File: src/rtl/vrg_pkg.sv
package vrg_pkg;
    typedef enum logic [1:0] {
        ST_ARMED = 2'd0,
        ST_FIRE  = 2'd1,
        ST_HOLD  = 2'd2
    } vrg_state_t;
endpackage

File: src/rtl/vrg_width_meter.sv
module vrg_width_meter #(
    parameter int CW = 10
) (
    input  logic          clk,
    input  logic          rst_n,
    input  logic          sync_n,
    input  logic [CW-1:0] thr,
    output logic          long_low
);
    logic [CW-1:0] run_q;

    // Count consecutive low samples, saturating at the threshold
    always_ff @(posedge clk) begin
        if (!rst_n) begin
            run_q <= '0;
        end else if (sync_n) begin
            run_q <= '0;
        end else if (run_q < thr) begin
            run_q <= run_q + 1'b1;
        end
    end

    // One-cycle strobe on the sample that completes the threshold run
    assign long_low = !sync_n && (run_q == thr - 1'b1);
endmodule

File: src/rtl/vrg_line_timer.sv
module vrg_line_timer #(
    parameter int CW  = 10,
    parameter int LCW = 9
) (
    input  logic           clk,
    input  logic           rst_n,
    input  logic           clr,
    input  logic [CW-1:0]  line_len,
    output logic [LCW-1:0] line_cnt
);
    localparam logic [LCW-1:0] LMAX = '1;

    logic [CW-1:0] pos_q;

    always_ff @(posedge clk) begin
        if (!rst_n) begin
            pos_q    <= '0;
            line_cnt <= '0;
        end else if (clr) begin
            pos_q    <= '0;
            line_cnt <= '0;
        end else if (pos_q >= line_len - 1'b1) begin
            pos_q <= '0;
            if (line_cnt != LMAX) begin
                line_cnt <= line_cnt + 1'b1;
            end
        end else begin
            pos_q <= pos_q + 1'b1;
        end
    end
endmodule

File: src/rtl/vrg_fsm.sv
module vrg_fsm
    import vrg_pkg::*;
#(
    parameter int CW  = 10,
    parameter int LCW = 9
) (
    input  logic           clk,
    input  logic           rst_n,
    input  logic           long_low,
    input  logic [CW-1:0]  pw,
    input  logic [LCW-1:0] hold,
    input  logic [LCW-1:0] line_cnt,
    output logic           vr,
    output logic           clr
);
    vrg_state_t    state_q, state_d;
    logic [CW-1:0] wcnt_q;

    // State register
    always_ff @(posedge clk) begin
        if (!rst_n) begin
            state_q <= ST_ARMED;
        end else begin
            state_q <= state_d;
        end
    end

    // Pulse width counter, runs only while firing
    always_ff @(posedge clk) begin
        if (!rst_n) begin
            wcnt_q <= '0;
        end else if (state_q == ST_FIRE) begin
            wcnt_q <= wcnt_q + 1'b1;
        end else begin
            wcnt_q <= '0;
        end
    end

    // Next state
    always_comb begin
        state_d = state_q;
        unique case (state_q)
            ST_ARMED: if (long_low)              state_d = ST_FIRE;
            ST_FIRE:  if (wcnt_q == pw - 1'b1)   state_d = ST_HOLD;
            ST_HOLD:  if (line_cnt >= hold)      state_d = ST_ARMED;
            default:                             state_d = ST_ARMED;
        endcase
    end

    // Outputs
    always_comb begin
        vr  = (state_q == ST_FIRE);
        clr = (state_q == ST_ARMED) && long_low;
    end
endmodule

File: src/rtl/vsync_reset_gen.sv
module vsync_reset_gen #(
    parameter int N_LINE_CLKS  = 910,
    parameter int P_LINE_CLKS  = 282,
    parameter int N_SERR_CLKS  = 113,
    parameter int P_SERR_CLKS  = 35,
    parameter int N_PULSE_CLKS = 200,
    parameter int P_PULSE_CLKS = 49,
    parameter int N_HOLD_LINES = 256,
    parameter int P_HOLD_LINES = 304,
    parameter int LINE_CNT_W   = 9
) (
    input  logic                  clk,
    input  logic                  rst_n,
    input  logic                  ntsc_sel,
    input  logic                  sync_n,
    output logic                  vr_pulse,
    output logic [LINE_CNT_W-1:0] line_count
);
    localparam int MAX_LINE = (N_LINE_CLKS > P_LINE_CLKS) ? N_LINE_CLKS : P_LINE_CLKS;
    localparam int MAX_PW   = (N_PULSE_CLKS > P_PULSE_CLKS) ? N_PULSE_CLKS : P_PULSE_CLKS;
    localparam int CW       = $clog2(MAX_LINE + MAX_PW + 1);

    logic [CW-1:0]         line_len, thr, pw;
    logic [LINE_CNT_W-1:0] hold;
    logic                  long_low, clr;

    assign line_len = ntsc_sel ? CW'(N_LINE_CLKS)  : CW'(P_LINE_CLKS);
    assign thr      = ntsc_sel ? CW'(N_SERR_CLKS)  : CW'(P_SERR_CLKS);
    assign pw       = ntsc_sel ? CW'(N_PULSE_CLKS) : CW'(P_PULSE_CLKS);
    assign hold     = ntsc_sel ? LINE_CNT_W'(N_HOLD_LINES) : LINE_CNT_W'(P_HOLD_LINES);

    vrg_width_meter #(.CW(CW)) u_meter (
        .clk      (clk),
        .rst_n    (rst_n),
        .sync_n   (sync_n),
        .thr      (thr),
        .long_low (long_low)
    );

    vrg_line_timer #(.CW(CW), .LCW(LINE_CNT_W)) u_lines (
        .clk      (clk),
        .rst_n    (rst_n),
        .clr      (clr),
        .line_len (line_len),
        .line_cnt (line_count)
    );

    vrg_fsm #(.CW(CW), .LCW(LINE_CNT_W)) u_fsm (
        .clk      (clk),
        .rst_n    (rst_n),
        .long_low (long_low),
        .pw       (pw),
        .hold     (hold),
        .line_cnt (line_count),
        .vr       (vr_pulse),
        .clr      (clr)
    );
endmodule

File: config.mk
export PLATFORM = sky130hd
export DESIGN_NAME = vsync_reset_gen
export DESIGN_NICKNAME = d
export VERILOG_FILES = /design/src/rtl/vrg_pkg.sv /design/src/rtl/vrg_width_meter.sv /design/src/rtl/vrg_line_timer.sv /design/src/rtl/vrg_fsm.sv /design/src/rtl/vsync_reset_gen.sv
export SDC_FILE = /design/constraint.sdc
export NUM_CORES = 1
export LEC_CHECK = 0
export BUFFER_PORTS_ARGS = -buffer_cell sky130_fd_sc_hd__buf_4
export CORE_MARGIN = 4
export CORE_UTILIZATION = 59
export CTS_CLUSTER_DIAMETER = 200
export DETAILED_ROUTE_END_ITERATION = 10
export PLACE_DENSITY = 0.75
export RECOVER_POWER = 100
export SETUP_SLACK_MARGIN = 0.3
export SLEW_MARGIN = 10
export SYNTH_ARGS = -nofsm -noshare
export SYNTH_HDL_FRONTEND = slang
export SYNTH_SLANG_ARGS = --single-unit
File: constraint.sdc
create_clock -name clk -period 2.8 [get_ports clk]
set_input_delay 0.56 -clock clk [delete_from_list [all_inputs] [get_ports clk]]
set_output_delay 0.56 -clock clk [all_outputs]
set_load 0.02 [all_outputs]
Word-level counts from Yosys, hierarchy flattened
Cells that the tools add are included.
{"block": "op_classes", "n_addsub": 7, "magnitude_cmp": 3, "eq_ne": 8, "mux": 8, "bitwise_logic": 1, "reduce_logical": 10}
{"op": "$add 11x1->11 const B", "count": 3}
{"op": "$eq 11x11->1", "count": 2}
{"op": "$ge 11x11->1", "count": 1}
{"op": "$lt 11x7->1", "count": 1}
{"op": "$sub 10x1->11 const B", "count": 1}
{"op": "$mux 10", "count": 1}
{"op": "$add 9x1->9 const B", "count": 1}
{"op": "$ge 9x9->1", "count": 1}
{"op": "$ne 9x9->1 const B", "count": 1}
{"op": "$sub 8x1->9 const B", "count": 1}
{"op": "$mux 8", "count": 1}
{"op": "$sub 7x1->8 const B", "count": 1}
{"op": "$mux 7", "count": 1}
{"op": "$mux 2", "count": 3}
{"op": "$mux 6", "count": 1}
{"op": "$ne 2x1->1 const B", "count": 3}
{"op": "$pmux 2 s3", "count": 1}
{"op": "$reduce_and 2->1", "count": 2}
{"op": "$reduce_or 2->1", "count": 2}
{"op": "$reduce_and 3->1", "count": 1}
{"op": "$reduce_or 3->1", "count": 1}
{"op": "$eq 2x1->1 const B", "count": 1}
{"op": "$eq 2x2->1 const B", "count": 1}
{"op": "$logic_and 1x1->1", "count": 2}
{"op": "other kinds (3)", "count": 3}
{"block": "totals", "reg_bits": 44, "inputBits": 4, "out_inout_bits": 10, "wordCells": 42}

Depth between registers and ports, before layout
Gate-level depths: netlist of the first run.
{"block": "logic_depth", "ltp_word": 6, "depth_mapped": 9, "ltp_nobuf": 9}

Cells and area by module
Synthesis of the first run repeated with hierarchy kept, for this count alone.
{"block": "unflattened", "hier_cells": 452, "hier_area_um2": 3668.5}
{"module": "vrg_line_timer", "instances": 1, "cells_per_inst": 157, "area_each_um2": 1351.3, "seq_area_each_um2": 400.4}
{"module": "vrg_width_meter", "instances": 1, "cells_per_inst": 154, "area_each_um2": 1202.4, "seq_area_each_um2": 220.2}
{"module": "vrg_fsm", "instances": 1, "cells_per_inst": 138, "area_each_um2": 1103.6, "seq_area_each_um2": 260.2}
{"module": "vsync_reset_gen", "instances": 1, "cells_per_inst": 3, "area_each_um2": 11.3, "seq_area_each_um2": 0.0}

Worst setup path before layout of the first run
OpenSTA, ideal clock, no wires.
{"block": "synth_path", "kind": "in2reg", "startpoint": "in ntsc_sel", "endpoint": "reg u_lines.pos_q[5]", "setup_ns": 0.062, "arrival_ns": 2.140, "t_required_ns": 2.738, "path_slack_ns": 0.598, "cell_stages": 9, "path_buffers": 2, "cell_sequence": "inv_1 > ha_1 > nor4bb_1 > and4b_1 > nand2b_4 > buf_6 > or3_4 > buf_6 > nor2_2"}
{"block": "synth_via", "elab_chain_cells": 6, "word_cells_on_any_way": 9, "cone_classes": "add/sub: 2; order compare: 1; eq/ne: 1; mux: 2; reduce/logical: 3"}
{"element": "from (decl)", "line_no": "vsync_reset_gen.sv:14", "rtl": "input logic ntsc_sel,"}
{"element": "parallel branches: the longest is 5 deep, another holds $sub 10x1->11"}
{"element": "$reduce_or 3->1 (no source line) *"}
{"element": "to (signal assigned)", "line_no": "vrg_line_timer.sv:28", "rtl": "pos_q <= pos_q + 1'b1;"}
{"element": "to (decl)", "line_no": "vrg_line_timer.sv:13", "rtl": "logic [CW-1:0] pos_q;"}
Every way passes the cells marked *.
A chain may end at the register's enable or synchronous reset.

Worst setup path after layout of the first run
{"block": "layout_path", "startpoint": "in ntsc_sel", "endpoint": "reg u_lines.line_cnt[3]"}
{"block": "layout_via", "elab_chain_cells": 6, "word_cells_on_any_way": 10, "cone_classes": "add/sub: 2; order compare: 1; eq/ne: 1; mux: 2; reduce/logical: 4"}
{"element": "parallel branches: the longest is 6 deep, another holds $sub 10x1->11"}
{"element": "to (signal assigned)", "line_no": "vrg_line_timer.sv:25", "rtl": "line_cnt <= line_cnt + 1'b1;"}
{"element": "to (decl)", "line_no": "vrg_line_timer.sv:9", "rtl": "output logic [LCW-1:0] line_cnt"}
Parallel ways; which one is timed is not known.

==> reports/metrics.cfg, run 1 <==
[floorplan]
dieHeight_um = 68.8
io_pins = 14
start_util_pct = 63.3
dieWidth_um = 68.8
core_um2 = 3440
die_area_um2 = 4730
num_rows = 21

[routing]
drc = 0
drtIter0Drc = 108
dr.pass1.iters = 5
vias_per_cell = 5.45
wl_um = 3750
postRouteAntennaNets = 0
wl_per_cell_um = 12.2
vias = 1673

[sta]
tightest_slew_ns = 0.426
tns_ns = 0
min_period_ns = 2.36
timing.final.max_slew_violations = 0
final-hold-violation-count = 0
fmax_mhz = 424
clock_skew_ns = 0.00784
rsz0062_at_grt = false
relSlewSlack_pct = 71.4
period_share_pct = 84.2
finalSetupViolCount = 0

[power]
max-vdd-ir-drop_uv = 292
power.density_nw_per_um2 = 481
p_leak_nw = 0.875
total_power_w = 0.00113

[place]
place_area_um2 = 2310
io_buffers = 13
gp_congestion = 0.805
placedCellCount = 301
dp_hpwl_um = 2750

[synthesis]
ys_seq_area_share_pct = 40.4
synth_area_um2 = 2180
synth.avg_cell_area_um2 = 8.90
synthesis.nets = 265
syn_inst = 245
synth_edf_count = 0
ys_warn_count = 0
async_flop_share_pct = 0
synth_top_flop_cell = dfxtp_1
yosysUniqueCellTypes = 42
synth_seq_cells = 44

[layout]
syn_to_final_growth_pct = 7.69
drive_above_1_share_pct = 5.75
antenna_cells = 0
nNetsFinal = 282
final_cells = 307
fillCellCount = 307
final_area_um2 = 2350

[clock_tree]
numCtsBuffers = 5
cts_tree = built
path_clk_slew_ns = 0.07
cts-root-buf = clkbuf_8
cts_resized = 0
clk_latency_ns = 0.30
cts_setup_buffers = 0
clock_sink_count = 44
clock_path_buffers = 2
hold_buffers = 0
h-tree-depth = 2

[global_routing]
grt_pass1_wl_um = 6700
gr-usage-all-layers_pct = 18.8
grt_max_degree = 13
grt_antenna_before_repair = 0
grt.overflow.total = 0
first_global_vias = 1546

[setup_path]
worstPathRequired_ns = 3.03
path_class = input pin to flop
worst_setup_path_end_kind = flop
start_kind = input pin
cp.arrival_ns = 2.58
worstPathMaxFanout = 11

[run]
maxCapViolCount = 0

[worst_hold_path]
min_path_type = flop to flop

[outcome]
outcome = finished, final reports clean

-- state kept, by name, summed over array words and instances, names as in the netlist --
register and flops:
u_fsm.state_q 2, u_lines.pos_q 11, u_fsm.wcnt_q 11, u_meter.run_q 11, u_lines.line_cnt 9
-- final cells by class --
type / instances / area [um2] / share of cell area, %
Multi-Input combinational cell: 188 / 1220 / 51.8
Inverter: 8 / 30.0 / 1.28
Clock inverter: 1 / 30.0 / 1.28
Timing Repair Buffer: 15 / 63.8 / 2.72
Sequential cell: 44 / 881 / 37.5
Tap cell: 46 / 57.6 / 2.45
Clock buffer: 5 / 68.8 / 2.93
-- critical path: stages --
cell and delay [ns]:
clkbuf_1 0.26, inv_1 0.21, ha_1 0.34, nand3_1 0.11, nor3_2 0.33, o21bai_1 0.12
buf_4 0.17, or3_1 0.34, a21oi_1 0.13
-- cells in the mapped netlist (all sizes together) (5+ instances only) --
library cell / instances / area [um2]
and3: 7 / 43.8
xor2: 13 / 114
nor4: 5 / 31.3
ha: 16 / 200
nand2: 16 / 60.1
nor3: 8 / 45.0
or3: 5 / 36.3
xnor2: 14 / 123
nand3: 14 / 70.1
inv: 8 / 30.0
dfxtp: 44 / 881
a21oi: 5 / 25.0
and2: 5 / 31.3
o21ai: 13 / 65.1
nor2: 39 / 171
-- stage by stage --
stage / utilization, % / setup slack [ns] / hold WS (ns)
floorplan: - / 0.598 / 0.430
global placement: 67.2 / 0.447 / 0.447
detailed placement: 67.2 / 0.377 / 0.448
CTS: 70.1 / 0.671 / 0.471
global route: 68.2 / 0.302 / 0.486
finish: 68.2 / 0.444 / 0.467
-- where the power goes --
| group | internal (W) | switching (W) | total (W) |
|---|---|---|---|
| clock | 0.000256 | 0.000198 | 0.000453 |
| sequential | 0.000630 | 0.00000758 | 0.000638 |
| combinational | 0.0000159 | 0.0000225 | 0.0000384 |
-- routing by layer --
| layer | global-route usage, % | wire length, um |
|---|---|---|
| met3 | 3.89 | 139 |
| met2 | 29.9 | 1720 |
| met1 | 23.7 | 1810 |
| met5 | 0 | 0 |
| met4 | 10.2 | 85 |
-- cells in the final DEF, fill, tap and decap left out, types with 2 or more instances in the layout --
master    netlist  routed
a211oi_1        2       2
a21oi_1         5       5
and2_0          0       2
and2_1          5       3
and3_1          7       7
buf_4           0       2
clkbuf_1        1      13
clkbuf_8        0       5
dfxtp_1        44      44
ha_1           16      16
inv_1           8       8
nand2_1        16      16
nand2b_1        2       2
nand3_1        14      14
nand4_1         4       4
nor2_1         29      36
nor2_2         10       3
nor2b_1         4       4
nor3_1          7       7
nor4_1          5       5
nor4b_1         2       2
o21ai_0        12      12
or3_1           4       4
xnor2_1        14      14
xor2_1         13      13
-- worst paths after layout --
check	start	endpoint	slack, ns	cells after the start
worst max register to register	u_lines.line_cnt[3]	u_lines.line_cnt[3]	0.81	8
worst min register to register	u_meter.run_q[10]	u_meter.run_q[10]	0.47	1
worst min-delay path	u_meter.run_q[10]	u_meter.run_q[10]	0.47	1
worst max-delay path	ntsc_sel	u_lines.line_cnt[3]	0.44	9
-- cells by family after synthesis --
group	share of synthesized area [%]
buffers and inverters	2.98
XOR/XNOR	10.8
AO/OA/AOI/OAI	7.35
adder cells (fa/ha/maj)	9.18
flip-flops	40.4
AND/OR/NAND/NOR	29.2
Power figures use the tool's default switching activity.
==> inputs of run 2 (changes only) <==
ABC_AREA = 1   (was default)
CORE_UTILIZATION = 55   (was 59)
PLACE_DENSITY = 0.73   (was 0.75)
clock period = 2.04 ns   (was 2.8 ns; I/O delays follow)
==> run 2 against run 1 <==
Compared with the run above: total power grew 61%; sequential power grew 41%; clock-buffer cell count grew 2; synthesized cell count grew 44%; area after synthesis grew 16%; critical path type is now flop to flop; setup slack lost 0.20 ns; register-to-register slack lost 0.56 ns; critical path depth grew 1; via count grew 32%; critical endpoint is now u_lines.line_cnt[5]; first-iteration DRC count shrank 18%; cell count grew 41%; die area grew 22%.
==> reports/metrics.cfg, run 2 <==
[place]
place_area_um2 = 2680  ; +16%
placedCellCount = 416  ; +38%
io_buffers = 13  ; unchanged
dp_hpwl_um = 3550  ; +29%
gp_congestion = 0.882  ; +9.5%

[clock_tree]
clk_latency_ns = 0.30  ; about the same
clock_path_buffers = 2  ; unchanged
cts-root-buf = clkbuf_8
numCtsBuffers = 5  ; unchanged
hold_buffers = 0  ; unchanged
clock_sink_count = 44  ; unchanged
h-tree-depth = 2  ; unchanged
cts_tree = built
path_clk_slew_ns = 0.08  ; about the same

[layout]
nNetsFinal = 399  ; +41%
fillCellCount = 418  ; +36%
final_area_um2 = 2860  ; +22%
syn_to_final_growth_pct = 12.5
mostFrequentLayoutCells = nand2_1, nor2_1, inv_1
drive_above_1_share_pct = 14.5  ; +8.7 points
reg_top3 = u_fsm.wcnt_q: 11 flops, u_lines.pos_q: 11 flops, u_meter.run_q: 11 flops
seqCellArea_um2 = 881  ; unchanged
final_cells = 432  ; +41%
layout_commonest_cell = nand2_1
antenna_cells = 0  ; unchanged
multi_input_area_um2 = 1460  ; +20%
fin_util_pct = 64.7  ; -3.5 points

[power]
p_sw_w = 0.000446  ; +96%
p_int_w = 0.00138  ; +53%
max-vdd-ir-drop_uv = 461  ; +58%
clkPwrFrac_pct = 39.9  ; -0.2 points
p_leak_nw = 1.14  ; +31%
power.density_nw_per_um2 = 639  ; +33%
sequentialPowerShare_pct = 49.4  ; -7.1 points
p_comb_share_pct = 10.6  ; +7.2 points
switching_share_pct = 24.4  ; +4.3 points

[setup_path]
worst_setup_path_end_kind = flop
path_class = flop to flop
worstPathRequired_ns = 2.24  ; -0.79 ns
start_kind = flop
worstPathMaxFanout = 5  ; -6
cpMostUsedCell = nor2_1
max_stage_delay_ns = 0.46  ; +0.12 ns
critPathSlowestCell = dfxtp_1
cp.arrival_ns = 1.99  ; -0.59 ns
crit_chain = ha_4, nand4_1, nor2_1, ha_2, inv_2, nand4_1, nor2_1, buf_4, a21oi_1, nor2_1

[routing]
vias_per_cell = 5.11  ; -6.2%
postRouteAntennaNets = 0  ; unchanged
wl_um = 4930  ; +31%
drc = 0  ; unchanged
drtIter0Drc = 89  ; -18%
wl_per_cell_um = 11.4  ; -6.6%
vias = 2209  ; +32%
dr.pass1.iters = 4  ; -1

[synthesis]
synth_seq_cells = 44  ; unchanged
synthTopCellsByArea = dfxtp_1, nand2_1, ha_1
syn_inst = 353  ; +44%
ys_warn_count = 0  ; unchanged
synth_area_um2 = 2540  ; +16%
synthesis.nets = 373  ; +41%
synth_edf_count = 0  ; unchanged
yosys.area.top_type_share_pct = 34.7  ; -5.7 points
yosysUniqueCellTypes = 28  ; -33%
yosysTopAreaCell = dfxtp_1
yosysMostFrequentCell = nand2_1
synth_top_flop_cell = dfxtp_1
synth.avg_cell_area_um2 = 7.19  ; -19%
ys_seq_area_share_pct = 34.7  ; -5.7 points
async_flop_share_pct = 0  ; unchanged
yosys-top-cells-count = nand2_1, inv_1, nor2_1

[sta]
period_share_pct = 88.0
timing.final.max_slew_violations = 0  ; unchanged
fmax_mhz = 557
relSlewSlack_pct = 74.3  ; +2.9 points
final-hold-violation-count = 0  ; unchanged
hold-worst-slack_ns = 0.351  ; -0.117 ns
min_period_ns = 1.79
rsz0062_at_grt = true
tightest_slew_ns = 0.385  ; -0.0410 ns
finalSetupViolCount = 0  ; unchanged
tns_ns = 0  ; unchanged
clock_skew_ns = 0.00558  ; -0.00226 ns

[global_routing]
grt_antenna_before_repair = 0  ; unchanged
grt.overflow.total = 0  ; unchanged
grt_pass1_wl_um = 8610  ; +29%
grt_max_degree = 16  ; +3
gr-usage-all-layers_pct = 17.7  ; -1.1 points
first_global_vias = 1989  ; +29%

[worst_hold_path]
min_path_type = input pin to flop

[outcome]
outcome = finished, final reports clean

[floorplan]
start_util_pct = 57.5  ; -5.8 points
dieHeight_um = 75.9  ; +10%
io_pins = 14  ; unchanged
core_um2 = 4410  ; +28%
num_rows = 24  ; +14%
die_area_um2 = 5760  ; +22%
dieWidth_um = 75.9  ; +10%

[run]
maxCapViolCount = 0  ; unchanged

==> run 2: worst paths after layout <==
kind	endpoint	slack (ns)	startpoint	cells past startpoint
worst max register to register	u_lines.line_cnt[5]	0.25	u_lines.line_cnt[1]	10
worst max-delay path	u_lines.line_cnt[5]	0.25	u_lines.line_cnt[1]	10
worst min-delay path	u_fsm.state_q[1]	0.35	rst_n	3
worst min register to register	u_meter.run_q[8]	0.44	u_meter.run_q[8]	2
==> run 2: critical path: cells and delay by family, from the launching register on <==
family / cells / cell delay [ns]
flip-flops: 1 / 0.46
adder cells (fa/ha/maj): 2 / 0.43
AO/OA/AOI/OAI: 1 / 0.14
buffers and inverters: 2 / 0.17
AND/OR/NAND/NOR: 5 / 0.49
==> run 2: layout make-up <==
cell class,instances,share of cell area (%)
Multi-Input combinational cell,258,51.2
Clock inverter,1,1.05
Timing Repair Buffer,21,4.60
Clock buffer,7,3.37
Sequential cell,44,30.9
Inverter,49,6.66
Tap cell,52,2.28
==> run 2: kinds of logic (layout without fill, tap and decap cells) <==
group / Yosys count / in the layout / share of synthesized area (%)
compound gates: 37 / 37 / 7.99
xor+xnor: 14 / 14 / 4.83
fa+ha+maj: 16 / 16 / 7.89
buf+inv: 52 / 78 / 8.88
flops: 44 / 44 / 34.7
simple gates: 190 / 191 / 35.7
==> run 2: layer usage <==
layer	part of all wire, %	GRT usage [%]
met5	0	0
met4	3.0	8.01
met3	3.3	3.91
met2	45	27.7
met1	48	23.0
==> run 2: per-stage QoR <==
step | setup slack (ns) | power, W
after floorplan | 0.306 | 0.00107
after global placement | 0.132 | 0.00112
after detailed placement | 0.0970 | 0.00113
after CTS | 0.328 | 0.00186
after global routing | 0.132 | 0.00192
final | 0.245 | 0.00182
==> run 2: timing repair <==
action                     4_1_cts  5_1_grt
setup endpoints to repair        1       10
gates resized for setup          1       17
setup buffers                    2        5
pin swaps                        1        8
cloned                           0        1
==> run 2: power groups by stage <==
| stage | sequential [W] | clock (W) | combinational [W] |
|---|---|---|---|
| 4_1_cts | 0.000902 | 0.000750 | 0.000204 |
| 3_3_place_gp | 0.000922 | 0 | 0.000200 |
| 3_5_place_dp | 0.000923 | 0 | 0.000203 |
| 6_report | 0.000902 | 0.000729 | 0.000194 |
| 2_1_floorplan | 0.000916 | 0 | 0.000153 |
| 5_1_grt | 0.000905 | 0.000786 | 0.000230 |
